--- config.mk ---
export PLATFORM = sky130hd
export DESIGN_NAME = usbp_status_top
export DESIGN_NICKNAME = d
export VERILOG_FILES = /design/src/rtl/usbp_pkg.sv /design/src/rtl/usbp_w1c_flags.sv /design/src/rtl/usbp_reset_timer.sv /design/src/rtl/usbp_port_core.sv /design/src/rtl/usbp_status_top.sv
export SDC_FILE = /design/constraint.sdc
export NUM_CORES = 1
export LEC_CHECK = 0
export CAP_MARGIN = 20
export CELL_PAD_IN_SITES_DETAIL_PLACEMENT = 1
export CELL_PAD_IN_SITES_GLOBAL_PLACEMENT = 1
export CORE_UTILIZATION = 32
export CTS_BUF_LIST = sky130_fd_sc_hd__clkbuf_16
export CTS_CLUSTER_DIAMETER = 200
export DETAILED_ROUTE_END_ITERATION = 8
export GPL_TIMING_DRIVEN = 0
export HOLD_SLACK_MARGIN = 0.08
export PLACE_DENSITY_LB_ADDON = 0.1
export SETUP_SLACK_MARGIN = 0.02
export SYNTH_ARGS = -nofsm -noshare
export SYNTH_HDL_FRONTEND = slang
export SYNTH_SLANG_ARGS = --single-unit
--- constraint.sdc ---
create_clock -name clk -period 3.2 [get_ports clk]
set_clock_uncertainty 0.1 [all_clocks]
set_input_delay 0.8 -clock clk [delete_from_list [all_inputs] [get_ports clk]]
set_output_delay 0.8 -clock clk [all_outputs]
set_load 0.01 [all_outputs]
--- src/rtl/usbp_pkg.sv ---
package usbp_pkg;
  localparam int WORD_W   = 32;
  localparam int FLAG_W   = 5;
  localparam int FLAG_LSB = 16;

  // flag index inside the 5-bit change field
  localparam int F_CONN  = 0;
  localparam int F_EN    = 1;
  localparam int F_SUSP  = 2;
  localparam int F_OVC   = 3;
  localparam int F_RSTOK = 4;

  typedef struct packed {
    logic pwr_off;
    logic pwr_on;
    logic rst_go;
    logic resume;
    logic susp;
    logic en_set;
    logic en_clr;
  } ctl_t;

  function automatic ctl_t decode_ctl(input logic [WORD_W-1:0] d);
    ctl_t c;
    c.pwr_off = d[9];
    c.pwr_on  = d[8];
    c.rst_go  = d[4];
    c.resume  = d[3];
    c.susp    = d[2];
    c.en_set  = d[1];
    c.en_clr  = d[0];
    return c;
  endfunction
endpackage

--- src/rtl/usbp_w1c_flags.sv ---
module usbp_w1c_flags #(
  parameter int W = 5
) (
  input  logic         clk,
  input  logic         rst_n,
  input  logic [W-1:0] set_i,
  input  logic [W-1:0] clr_i,
  output logic [W-1:0] q_o
);
  logic [W-1:0] q;

  for (genvar k = 0; k < W; k++) begin : g_bit
    always_ff @(posedge clk) begin
      if (!rst_n)        q[k] <= 1'b0;
      else if (set_i[k]) q[k] <= 1'b1;
      else if (clr_i[k]) q[k] <= 1'b0;
    end
  end

  assign q_o = q;

  // a clear without a matching set empties the flag
  p_w1c_clears_r5: assert property (@(posedge clk) disable iff (!rst_n)
    ((clr_i & ~set_i) != '0) |=> ((q & $past(clr_i & ~set_i)) == '0));

  // an event always leaves its flag set
  p_set_wins_r4: assert property (@(posedge clk) disable iff (!rst_n)
    (set_i != '0) |=> ((q & $past(set_i)) == $past(set_i)));
endmodule

--- src/rtl/usbp_reset_timer.sv ---
module usbp_reset_timer #(
  parameter int TICKS = 10
) (
  input  logic clk,
  input  logic rst_n,
  input  logic start_i,
  input  logic abort_i,
  input  logic tick_i,
  output logic active_o,
  output logic done_o
);
  localparam int CW = $clog2(TICKS + 1);
  localparam logic [CW-1:0] LAST = CW'(TICKS - 1);

  logic          active_q;
  logic [CW-1:0] cnt_q;

  assign done_o   = active_q && tick_i && !abort_i && (cnt_q == LAST);
  assign active_o = active_q;

  always_ff @(posedge clk) begin
    if (!rst_n) begin
      active_q <= 1'b0;
      cnt_q    <= '0;
    end else if (start_i) begin
      active_q <= 1'b1;
      cnt_q    <= '0;
    end else if (abort_i) begin
      active_q <= 1'b0;
      cnt_q    <= '0;
    end else if (active_q && tick_i) begin
      if (cnt_q == LAST) begin
        active_q <= 1'b0;
        cnt_q    <= '0;
      end else begin
        cnt_q <= cnt_q + 1'b1;
      end
    end
  end

  // completion ends the pulse
  p_done_ends_r7: assert property (@(posedge clk) disable iff (!rst_n)
    done_o |=> !active_o);

  // the count never passes its limit
  p_cnt_bound_r7: assert property (@(posedge clk) disable iff (!rst_n)
    cnt_q <= LAST);
endmodule

--- src/rtl/usbp_port_core.sv ---
module usbp_port_core
  import usbp_pkg::*;
#(
  parameter int RESET_TICKS = 10
) (
  input  logic                 clk,
  input  logic                 rst_n,
  input  logic                 connect_i,
  input  logic                 overcur_i,
  input  logic                 lowspeed_i,
  input  logic                 tick_i,
  input  logic                 busy_i,
  input  logic                 wr_hit_i,
  input  ctl_t                 wr_ctl_i,
  input  logic [FLAG_W-1:0]    wr_clr_i,
  output logic [WORD_W-1:0]    word_o,
  output logic                 reset_o,
  output logic                 enable_o,
  output logic                 suspend_o,
  output logic                 power_o
);
  logic pwr_q, en_q, sus_q, conn_q, oc_q, ls_q;
  logic pend_v, pend_vn;
  ctl_t pend_q, pend_n;
  logic apply_v;
  ctl_t act;
  logic ctl_any;
  logic conn_now, conn_fall, oc_rise, pwr_off_go, hw_kill;
  logic prs, rst_done, rst_start, rst_abort;
  logic [FLAG_W-1:0] flag_set, flags;

  assign ctl_any = wr_hit_i && (wr_ctl_i != '0);

  // hold-or-apply selection for status-changing writes
  always_comb begin
    apply_v = 1'b0;
    act     = '0;
    pend_n  = pend_q;
    pend_vn = pend_v;
    if (busy_i) begin
      if (ctl_any) begin
        pend_n  = wr_ctl_i;
        pend_vn = 1'b1;
      end
    end else if (pend_v) begin
      apply_v = 1'b1;
      act     = pend_q;
      pend_vn = ctl_any;
      if (ctl_any) pend_n = wr_ctl_i;
    end else if (ctl_any) begin
      apply_v = 1'b1;
      act     = wr_ctl_i;
    end
  end

  always_ff @(posedge clk) begin
    if (!rst_n) begin
      pend_v <= 1'b0;
      pend_q <= '0;
    end else begin
      pend_v <= pend_vn;
      pend_q <= pend_n;
    end
  end

  assign conn_now   = connect_i && pwr_q;
  assign conn_fall  = conn_q && !conn_now;
  assign oc_rise    = overcur_i && !oc_q;
  assign pwr_off_go = apply_v && act.pwr_off;
  assign hw_kill    = !conn_now || pwr_off_go || oc_rise;

  assign rst_abort = !conn_now || pwr_off_go;
  assign rst_start = apply_v && act.rst_go && conn_q && pwr_q && !prs && !rst_abort;

  usbp_reset_timer #(.TICKS(RESET_TICKS)) u_timer (
    .clk      (clk),
    .rst_n    (rst_n),
    .start_i  (rst_start),
    .abort_i  (rst_abort),
    .tick_i   (tick_i),
    .active_o (prs),
    .done_o   (rst_done)
  );

  always_ff @(posedge clk) begin
    if (!rst_n) begin
      pwr_q  <= 1'b0;
      en_q   <= 1'b0;
      sus_q  <= 1'b0;
      conn_q <= 1'b0;
      oc_q   <= 1'b0;
      ls_q   <= 1'b0;
    end else begin
      conn_q <= conn_now;
      oc_q   <= overcur_i;
      ls_q   <= lowspeed_i && conn_now;

      if (pwr_off_go)                  pwr_q <= 1'b0;
      else if (apply_v && act.pwr_on)  pwr_q <= 1'b1;

      if (hw_kill)                                  en_q <= 1'b0;
      else if (apply_v && act.en_clr)               en_q <= 1'b0;
      else if (rst_done)                            en_q <= 1'b1;
      else if (apply_v && act.en_set && conn_q)     en_q <= 1'b1;

      if (hw_kill)                                      sus_q <= 1'b0;
      else if (apply_v && (act.resume || act.en_clr))   sus_q <= 1'b0;
      else if (apply_v && act.susp && en_q)             sus_q <= 1'b1;
    end
  end

  always_comb begin
    flag_set          = '0;
    flag_set[F_CONN]  = conn_q != conn_now;
    flag_set[F_EN]    = en_q && hw_kill;
    flag_set[F_SUSP]  = apply_v && act.resume && sus_q && !hw_kill;
    flag_set[F_OVC]   = oc_q != overcur_i;
    flag_set[F_RSTOK] = rst_done;
  end

  usbp_w1c_flags #(.W(FLAG_W)) u_flags (
    .clk   (clk),
    .rst_n (rst_n),
    .set_i (flag_set),
    .clr_i (wr_hit_i ? wr_clr_i : '0),
    .q_o   (flags)
  );

  assign word_o = {11'b0, flags, 6'b0, ls_q, pwr_q, 3'b0, prs, oc_q, sus_q, en_q, conn_q};

  assign reset_o   = prs;
  assign enable_o  = en_q;
  assign suspend_o = sus_q;
  assign power_o   = pwr_q;

  // an enabled port is always powered
  p_enable_needs_power_r6: assert property (@(posedge clk) disable iff (!rst_n)
    en_q |-> pwr_q);

  // a held write stays held while the bus is busy
  p_pend_hold_r8: assert property (@(posedge clk) disable iff (!rst_n)
    (pend_v && busy_i) |=> pend_v);

  // a held write drains on the first idle cycle
  p_pend_drain_r8: assert property (@(posedge clk) disable iff (!rst_n)
    (pend_v && !busy_i && !ctl_any) |=> !pend_v);

  // the reset pulse only ends on a tick or a disconnect
  p_prs_hold_r7: assert property (@(posedge clk) disable iff (!rst_n)
    (prs && !tick_i && conn_now && !pwr_off_go) |=> prs);

  // an overcurrent edge raises its change flag
  p_ovc_flag_r10: assert property (@(posedge clk) disable iff (!rst_n)
    (overcur_i != oc_q) |=> flags[F_OVC]);

  // a disconnect removes enable
  p_disc_disables_r11: assert property (@(posedge clk) disable iff (!rst_n)
    conn_fall |=> !en_q);
endmodule

--- src/rtl/usbp_status_top.sv ---
module usbp_status_top
  import usbp_pkg::*;
#(
  parameter int         NUM_PORTS   = 2,
  parameter int         RESET_TICKS = 10,
  parameter logic [7:0] RD_BASE     = 8'h15,
  parameter logic [7:0] WR_BASE     = 8'h95
) (
  input  logic                 clk,
  input  logic                 rst_n,
  input  logic                 tick_1k_i,
  input  logic                 xact_busy_i,
  input  logic                 wr_valid_i,
  input  logic [7:0]           wr_code_i,
  input  logic [31:0]          wr_data_i,
  input  logic [7:0]           rd_code_i,
  output logic [31:0]          rd_data_o,
  input  logic [NUM_PORTS-1:0] connect_i,
  input  logic [NUM_PORTS-1:0] overcur_i,
  input  logic [NUM_PORTS-1:0] lowspeed_i,
  output logic [NUM_PORTS-1:0] port_reset_o,
  output logic [NUM_PORTS-1:0] port_enable_o,
  output logic [NUM_PORTS-1:0] port_suspend_o,
  output logic [NUM_PORTS-1:0] port_power_o
);
  logic [WORD_W-1:0] words [NUM_PORTS];
  ctl_t              wr_ctl;
  logic [FLAG_W-1:0] wr_clr;
  logic              unused_bits;

  assign wr_ctl      = decode_ctl(wr_data_i);
  assign wr_clr      = wr_data_i[FLAG_LSB +: FLAG_W];
  assign unused_bits = ^{wr_data_i[31:21], wr_data_i[15:10], wr_data_i[7:5]};

  for (genvar i = 0; i < NUM_PORTS; i++) begin : g_port
    logic hit;
    assign hit = wr_valid_i && (wr_code_i == (WR_BASE + 8'(i)));

    usbp_port_core #(.RESET_TICKS(RESET_TICKS)) u_core (
      .clk        (clk),
      .rst_n      (rst_n),
      .connect_i  (connect_i[i]),
      .overcur_i  (overcur_i[i]),
      .lowspeed_i (lowspeed_i[i]),
      .tick_i     (tick_1k_i),
      .busy_i     (xact_busy_i),
      .wr_hit_i   (hit),
      .wr_ctl_i   (wr_ctl),
      .wr_clr_i   (wr_clr),
      .word_o     (words[i]),
      .reset_o    (port_reset_o[i]),
      .enable_o   (port_enable_o[i]),
      .suspend_o  (port_suspend_o[i]),
      .power_o    (port_power_o[i])
    );
  end

  always_comb begin
    rd_data_o = '0;
    for (int i = 0; i < NUM_PORTS; i++) begin
      if (rd_code_i == (RD_BASE + 8'(i))) rd_data_o = words[i];
    end
  end

  // reserved upper bits never read as one
  p_reserved_zero_r2: assert property (@(posedge clk) disable iff (!rst_n)
    rd_data_o[31:21] == '0);

  // a port in reset is also powered
  p_reset_powered_r7: assert property (@(posedge clk) disable iff (!rst_n)
    (port_reset_o & ~port_power_o) == '0);
endmodule

Word-level counts from Yosys, hierarchy flattened
Cells that the tools add are included.
Widths: inputs -> output; s select.
{"block": "word_totals", "rom_bits": 0, "mem_count": 0, "latch_bits": 0, "ram_bits": 0, "ff_bits": 48}
{"block": "classes", "mul": 0, "shifts": 0, "div_mod_pow": 0, "n_bitwise": 1, "muxes": 62, "reduce_logical": 95, "n_eq_ne": 12, "addsub": 2, "magnitude_cmp": 0}
{"op": "$mux 7", "count": 12}
{"op": "$logic_and 1x1->1", "count": 50}
{"op": "$mux 1", "count": 44}
{"op": "$mux 32", "count": 1}
{"op": "$reduce_bool 2->1", "count": 14}
{"op": "$mux 21", "count": 1}
{"op": "$reduce_or 3->1", "count": 6}
{"op": "$eq 8x5->1 const B", "count": 2}
{"op": "$eq 8x8->1 const B", "count": 2}
{"op": "$reduce_bool 3->1", "count": 4}
{"op": "$logic_not 1->1", "count": 10}
{"op": "$mux 5", "count": 2}
{"op": "$add 4x1->4 const B", "count": 2}
{"op": "$eq 4x4->1 const B", "count": 2}
{"op": "$mux 4", "count": 2}
{"op": "$reduce_bool 7->1", "count": 1}
{"op": "$logic_or 1x1->1", "count": 6}
{"op": "$ne 1x1->1", "count": 4}
{"op": "$ne 2x1->1 const B", "count": 2}
{"op": "$reduce_and 2->1", "count": 2}
{"op": "$reduce_or 2->1", "count": 2}
{"op": "$not 1->1", "count": 1}

Logic depth before layout (Yosys ltp)
{"block": "logic_depth", "ltp_word": 13, "depth_mapped": 7, "ltp_nobuf": 5}

Hierarchy
A second synthesis with hierarchy kept.
{"block": "unflattened", "cells_unflattened": 459, "area_unflattened_um2": 3967.6}
{"mod": "usbp_port_core", "instances": 2, "cells_per_inst": 124, "area_each_um2": 1001.0, "seq_area_each_um2": 280.3}
{"mod": "usbp_status_top", "instances": 1, "cells_per_inst": 125, "area_each_um2": 1062.3, "seq_area_each_um2": 0.0}
{"mod": "usbp_reset_timer", "instances": 2, "cells_per_inst": 28, "area_each_um2": 245.2, "seq_area_each_um2": 100.1}
{"mod": "usbp_w1c_flags", "instances": 2, "cells_per_inst": 15, "area_each_um2": 206.4, "seq_area_each_um2": 100.1}

Least setup slack after synthesis
Ideal clock, no wire load.
{"block": "synth_path", "path_type": "input to output", "from": "in rd_code_i[7]", "to": "out rd_data_o[16]", "arrival_time_ns": 2.019, "slack_ns": 0.281, "t_required_ns": 2.300, "stages": 5, "path_cell_list": "nor4b_1 > nand3b_1 > nor3b_1 > clkbuf_1 > a22o_1"}
{"block": "synth_between", "elab_chain_cells": 3, "elab_cells_between_ends": 4, "cone_classes": "eq/ne (2); mux (2)"}
{"element": "from (decl)", "line_no": "usbp_status_top.sv:16", "rtl": "input logic [7:0] rd_code_i,"}
{"element": "$eq 8x5->1", "line_no": "usbp_status_top.sv:61", "rtl": "if (rd_code_i == (RD_BASE + 8'(i))) rd_data_o = words[i];"}
{"element": "$mux 21", "line_no": "usbp_status_top.sv:61"}
{"element": "$mux 32 *", "line_no": "usbp_status_top.sv:61"}
{"element": "to (decl)", "line_no": "usbp_status_top.sv:17", "rtl": "output logic [31:0] rd_data_o,"}
Every way passes the cells marked *; elsewhere a longest branch is shown, timed or not.

Worst setup path after layout
{"block": "layout_path", "from": "in rd_code_i[3]", "to": "out rd_data_o[4]"}
Same word-level chain as after synthesis.

==> key figures <==
Placement
  – Pre-CTS WS: -1.097 ns
  – Post-place instance area: 3488 µm²
  – Count of input and output buffers: 58
  – Post-detailed-placement half-perimeter wirelength: 6.064 mm
  – Placed cell count: 490
  – Placer Congestion: 0.7943

Pwr
  – Internal power consumption: 1.043 mW
  – Pleak: 1.490 nW
  – Net switching fraction of the power: 0.2219
  – Maximum resistive drop on vdd: 0.1700 mV
  – Power dissipated by switching net loads: 0.2974 mW
  – Sequential share of power: 0.450
  – Part of the power in combinational logic: 0.099
  – Total power divided by cell area: 359.2 nW/µm²
  – Relative contribution of the clock network to total power: 0.451

Global routing
  – Aggregate global routing overflow: 0
  – Pin count of the biggest net entering global routing: 16
  – Via count of the first global-routing pass: 2437
  – Wire length of the first global-routing pass: 12.93 mm
  – Antenna violations before repair: 0
  – Global-route usage over all layers: 0.1949

Routing
  – Final routed wirelength across all metal layers: 8.082 mm
  – Drt pass-1 iters: 6
  – Number of remaining DRC errors: 0
  – Number of nets with antenna violations after routing: 0
  – Post-detailed-route via-to-cell ratio: 4.868
  – Drt first-iter violations: 80
  – Average wire per standard cell: 15.94 µm
  – Total vias in the final route: 2468

Setup path
  – Reg2Reg Depth: 6
  – Type of element launching the critical path: input port
  – Source of the worst register-to-register timing path: g_port[1].u_core.pend_v
  – Startpoint of the worst setup timing path: rd_code_i[3]
  – Type of element capturing the critical path: primary output
  – End of the worst register-to-register path: g_port[1].u_core.enable_o
  – R2r setup slk: 1.02 ns
  – CP endpoint: rd_data_o[4]
  – Crit path arrival time: 2.24 ns
  – Category of the most critical setup path: input port to primary output
  – Top fanout value on the critical path: 3
  – Required time reported for the critical path endpoint: 2.30 ns

Final layout
  – Most common library cell in the layout ignoring fill and taps: sky130_fd_sc_hd__dfxtp_1
  – Commonest non-fill, non-tap cells in the layout: 48 x sky130_fd_sc_hd__dfxtp_1, 40 x sky130_fd_sc_hd__clkdlybuf4s50_1, 33 x sky130_fd_sc_hd__buf_4
  – # nets final: 462
  – Number of flip-flops in the largest register: 14
  – Synthesis-to-finish area growth: 37.93%
  – Share of post-route cells with drive strength above 1: 0.1891
  – Antenna diode instance count: 0
  – Register with the most flip-flops: g_port.u_core.pend_q
  – Post-route standard cell area excluding fillers: 3731 µm²
  – Number of fill cells in the layout: 995
  – Final cell count without fillers: 507

STA
  – Accumulated negative setup slack: 0 ns
  – Worst setup margin: 0.06376 ns
  – Share of the cycle needed by the critical path after routing: 0.9801
  – Final critical-path required period: 3.136 ns
  – Slew HR: 0.4332
  – RSZ-0062 raised after global routing: yes
  – Max Slew Vio Count: 0
  – Setup-violating endpoint count in the final report: 0
  – Worst Max-Slew Pin Slew: 0.8393 ns
  – Final hold violations: 0
  – Max Clk Rate: 318.9 MHz

Job
  – Maxcap violations: 0

Die
  – I/O pin cnt: 99
  – Vert. Die Dim: 93.94 µm
  – Count of standard-cell rows: 33
  – Core area: 8217 µm²
  – Die W: 93.94 µm
  – Die Outline Area: 8825 µm²
  – Effective utilization at floorplan: 0.3292

Clock network
  – Hold buffer count at cts: 0
  – CTS tree: done
  – Total clock buffers created by CTS: 5
  – Root Buffer: sky130_fd_sc_hd__clkbuf_16
  – Clock insertion delay at the later pin of the skew report: 0.29 ns
  – Number of sinks handled by clock tree synthesis: 48
  – Clk pin slew, worst setup/hold paths: 0.07 ns
  – Maximum level of the CTS H-tree: 2
  – Maximum number of buffers from clock root to sink: 2

Yosys
  – Sequential fraction of the synthesis area: 0.3552
  – Top FF cell, synth: sky130_fd_sc_hd__dfxtp_1
  – Post-synth EDFFs: 0
  – Count of state elements after synthesis: 48
  – Asr flop ratio synth: 0
  – Post-synthesis average cell area: 8.783 µm²
  – Warnings from Yosys: 0
  – Number of distinct library cells after synthesis: 54
  – Cells after synthesis: 308
  – Combined area of all synthesized cells: 2705 µm²

Outcome
  – Outcome: complete, no violations

Hold path
  – Worst min-delay path category: register to register
## cell usage after synthesis (2+ instances only)
cell                         n  area [µm²]
sky130_fd_sc_hd__o41ai_1     3       26.28
sky130_fd_sc_hd__mux2i_1    16       160.2
sky130_fd_sc_hd__a21o_1      2       15.01
sky130_fd_sc_hd__buf_4      29       217.7
sky130_fd_sc_hd__nand2_1    28       105.1
sky130_fd_sc_hd__xnor2_1     2       17.52
sky130_fd_sc_hd__xor2_1      4       35.03
sky130_fd_sc_hd__buf_2       2       10.01
sky130_fd_sc_hd__and2_1      7       43.79
sky130_fd_sc_hd__dfxtp_1    48       960.9
sky130_fd_sc_hd__ha_1        2       25.02
sky130_fd_sc_hd__nand4_1     2       12.51
sky130_fd_sc_hd__a21oi_1    17       85.08
sky130_fd_sc_hd__clkbuf_1    8       30.03
sky130_fd_sc_hd__nand3b_1    4       30.03
sky130_fd_sc_hd__a21boi_0    4       30.03
sky130_fd_sc_hd__inv_1       6       22.52
sky130_fd_sc_hd__nand4bb_1   3       33.78
sky130_fd_sc_hd__nor2_1     14       52.55
sky130_fd_sc_hd__a22o_1     13       113.9
sky130_fd_sc_hd__nand3_1     5       25.02
sky130_fd_sc_hd__nor3b_1     6       45.04
sky130_fd_sc_hd__nor4_1      2       12.51
sky130_fd_sc_hd__nand2b_1    5       31.28
sky130_fd_sc_hd__nor3_1     12       60.06
sky130_fd_sc_hd__mux2_2      2       22.52
sky130_fd_sc_hd__nor2b_1    25       156.4
sky130_fd_sc_hd__o21ai_0     8       40.04
sky130_fd_sc_hd__a22oi_1     4       30.03
## critical path, stage by stage
cell and delay (ns):
sky130_fd_sc_hd__buf_6 0.10, sky130_fd_sc_hd__nor4b_4 0.26, sky130_fd_sc_hd__nand3b_1 0.16, sky130_fd_sc_hd__nor3b_2 0.29, sky130_fd_sc_hd__clkbuf_8 0.20, sky130_fd_sc_hd__buf_6 0.09
sky130_fd_sc_hd__buf_6 0.08, sky130_fd_sc_hd__a22o_1 0.12, sky130_fd_sc_hd__buf_2 0.12
## metrics by stage
step           hold WS [ns]    util  power [mW]
5_1_grt              0.4007  0.4541       1.391
6_report             0.3797  0.4541       1.340
3_3_place_gp         0.3549  0.4245      0.7476
4_1_cts              0.3808  0.4555       1.358
3_5_place_dp         0.3713  0.4245      0.7488
2_1_floorplan        0.3405       -      0.6754
## repair_timing
item | 4_1_cts | 5_1_grt
resized for setup | 73 | 1
pin swaps | 6 | 1
gates cloned | 1 | 0
setup buffers | 10 | 0
endpoints found under the setup margin | 12 | 7
## cells by family (layout without fill, tap and decap cells)
logic type                 Yosys count  after routing  share of synthesized area
muxes                               18             18                    0.06753
AOI/OAI and AO/OA                   63             63                     0.1670
DFF                                 48             48                     0.3552
other                                1             20                   0.001386
adders and majority gates            2              2                   0.009249
xor gates and xnor gates             6              6                    0.01943
buffers and inverters               46            121                     0.1078
and+or+nand+nor                    124            124                     0.2724
## worst min path at each step
stage / from / endpoint / slack [ns] / cells after the start
floorplan: g_port[1].u_core.u_flags.q_o[2] / g_port[1].u_core.u_flags.q_o[2] / 0.34 / 2
CTS: g_port[1].u_core.u_flags.q_o[3] / g_port[1].u_core.u_flags.q_o[3] / 0.38 / 2
global placement: g_port[1].u_core.u_flags.q_o[3] / g_port[1].u_core.u_flags.q_o[3] / 0.35 / 2
finish: g_port[0].u_core.u_flags.q_o[3] / g_port[0].u_core.u_flags.q_o[3] / 0.38 / 2
global route: g_port[1].u_core.u_flags.q_o[3] / g_port[1].u_core.u_flags.q_o[3] / 0.40 / 2
detailed placement: g_port[1].u_core.u_flags.q_o[3] / g_port[1].u_core.u_flags.q_o[3] / 0.37 / 2
## layout make-up
type	count	area (µm²)	area share
plain buffers	40	289.0	0.07746
clock buffers	5	125.1	0.03353
clock inverters	3	42.54	0.01140
inverters	6	22.52	0.006036
multi-input cells	233	1549	0.4152
flip-flops and latches	48	960.9	0.2575
well taps	105	131.4	0.03521
repair buffers	67	610.6	0.1636
## per-layer routing
layer / GRT usage / wire length [µm] / up-vias
met3: 0.02589 / 342 / 7
met1: 0.2559 / 3796 / 1164
met5: 0 / 0 / -
li1: - / - / 1235
met2: 0.3321 / 3856 / 62
met4: 0.05385 / 85 / 0
## power by group through the flow
stage	Combinational (mW)	Clock [mW]	Sequential [mW]
6_report	0.133	0.604	0.603
5_1_grt	0.145	0.643	0.603
4_1_cts	0.134	0.621	0.603
3_5_place_dp	0.132	0	0.617
3_3_place_gp	0.131	0	0.617
2_1_floorplan	0.0592	0	0.616
Power figures use the tool's default switching activity.
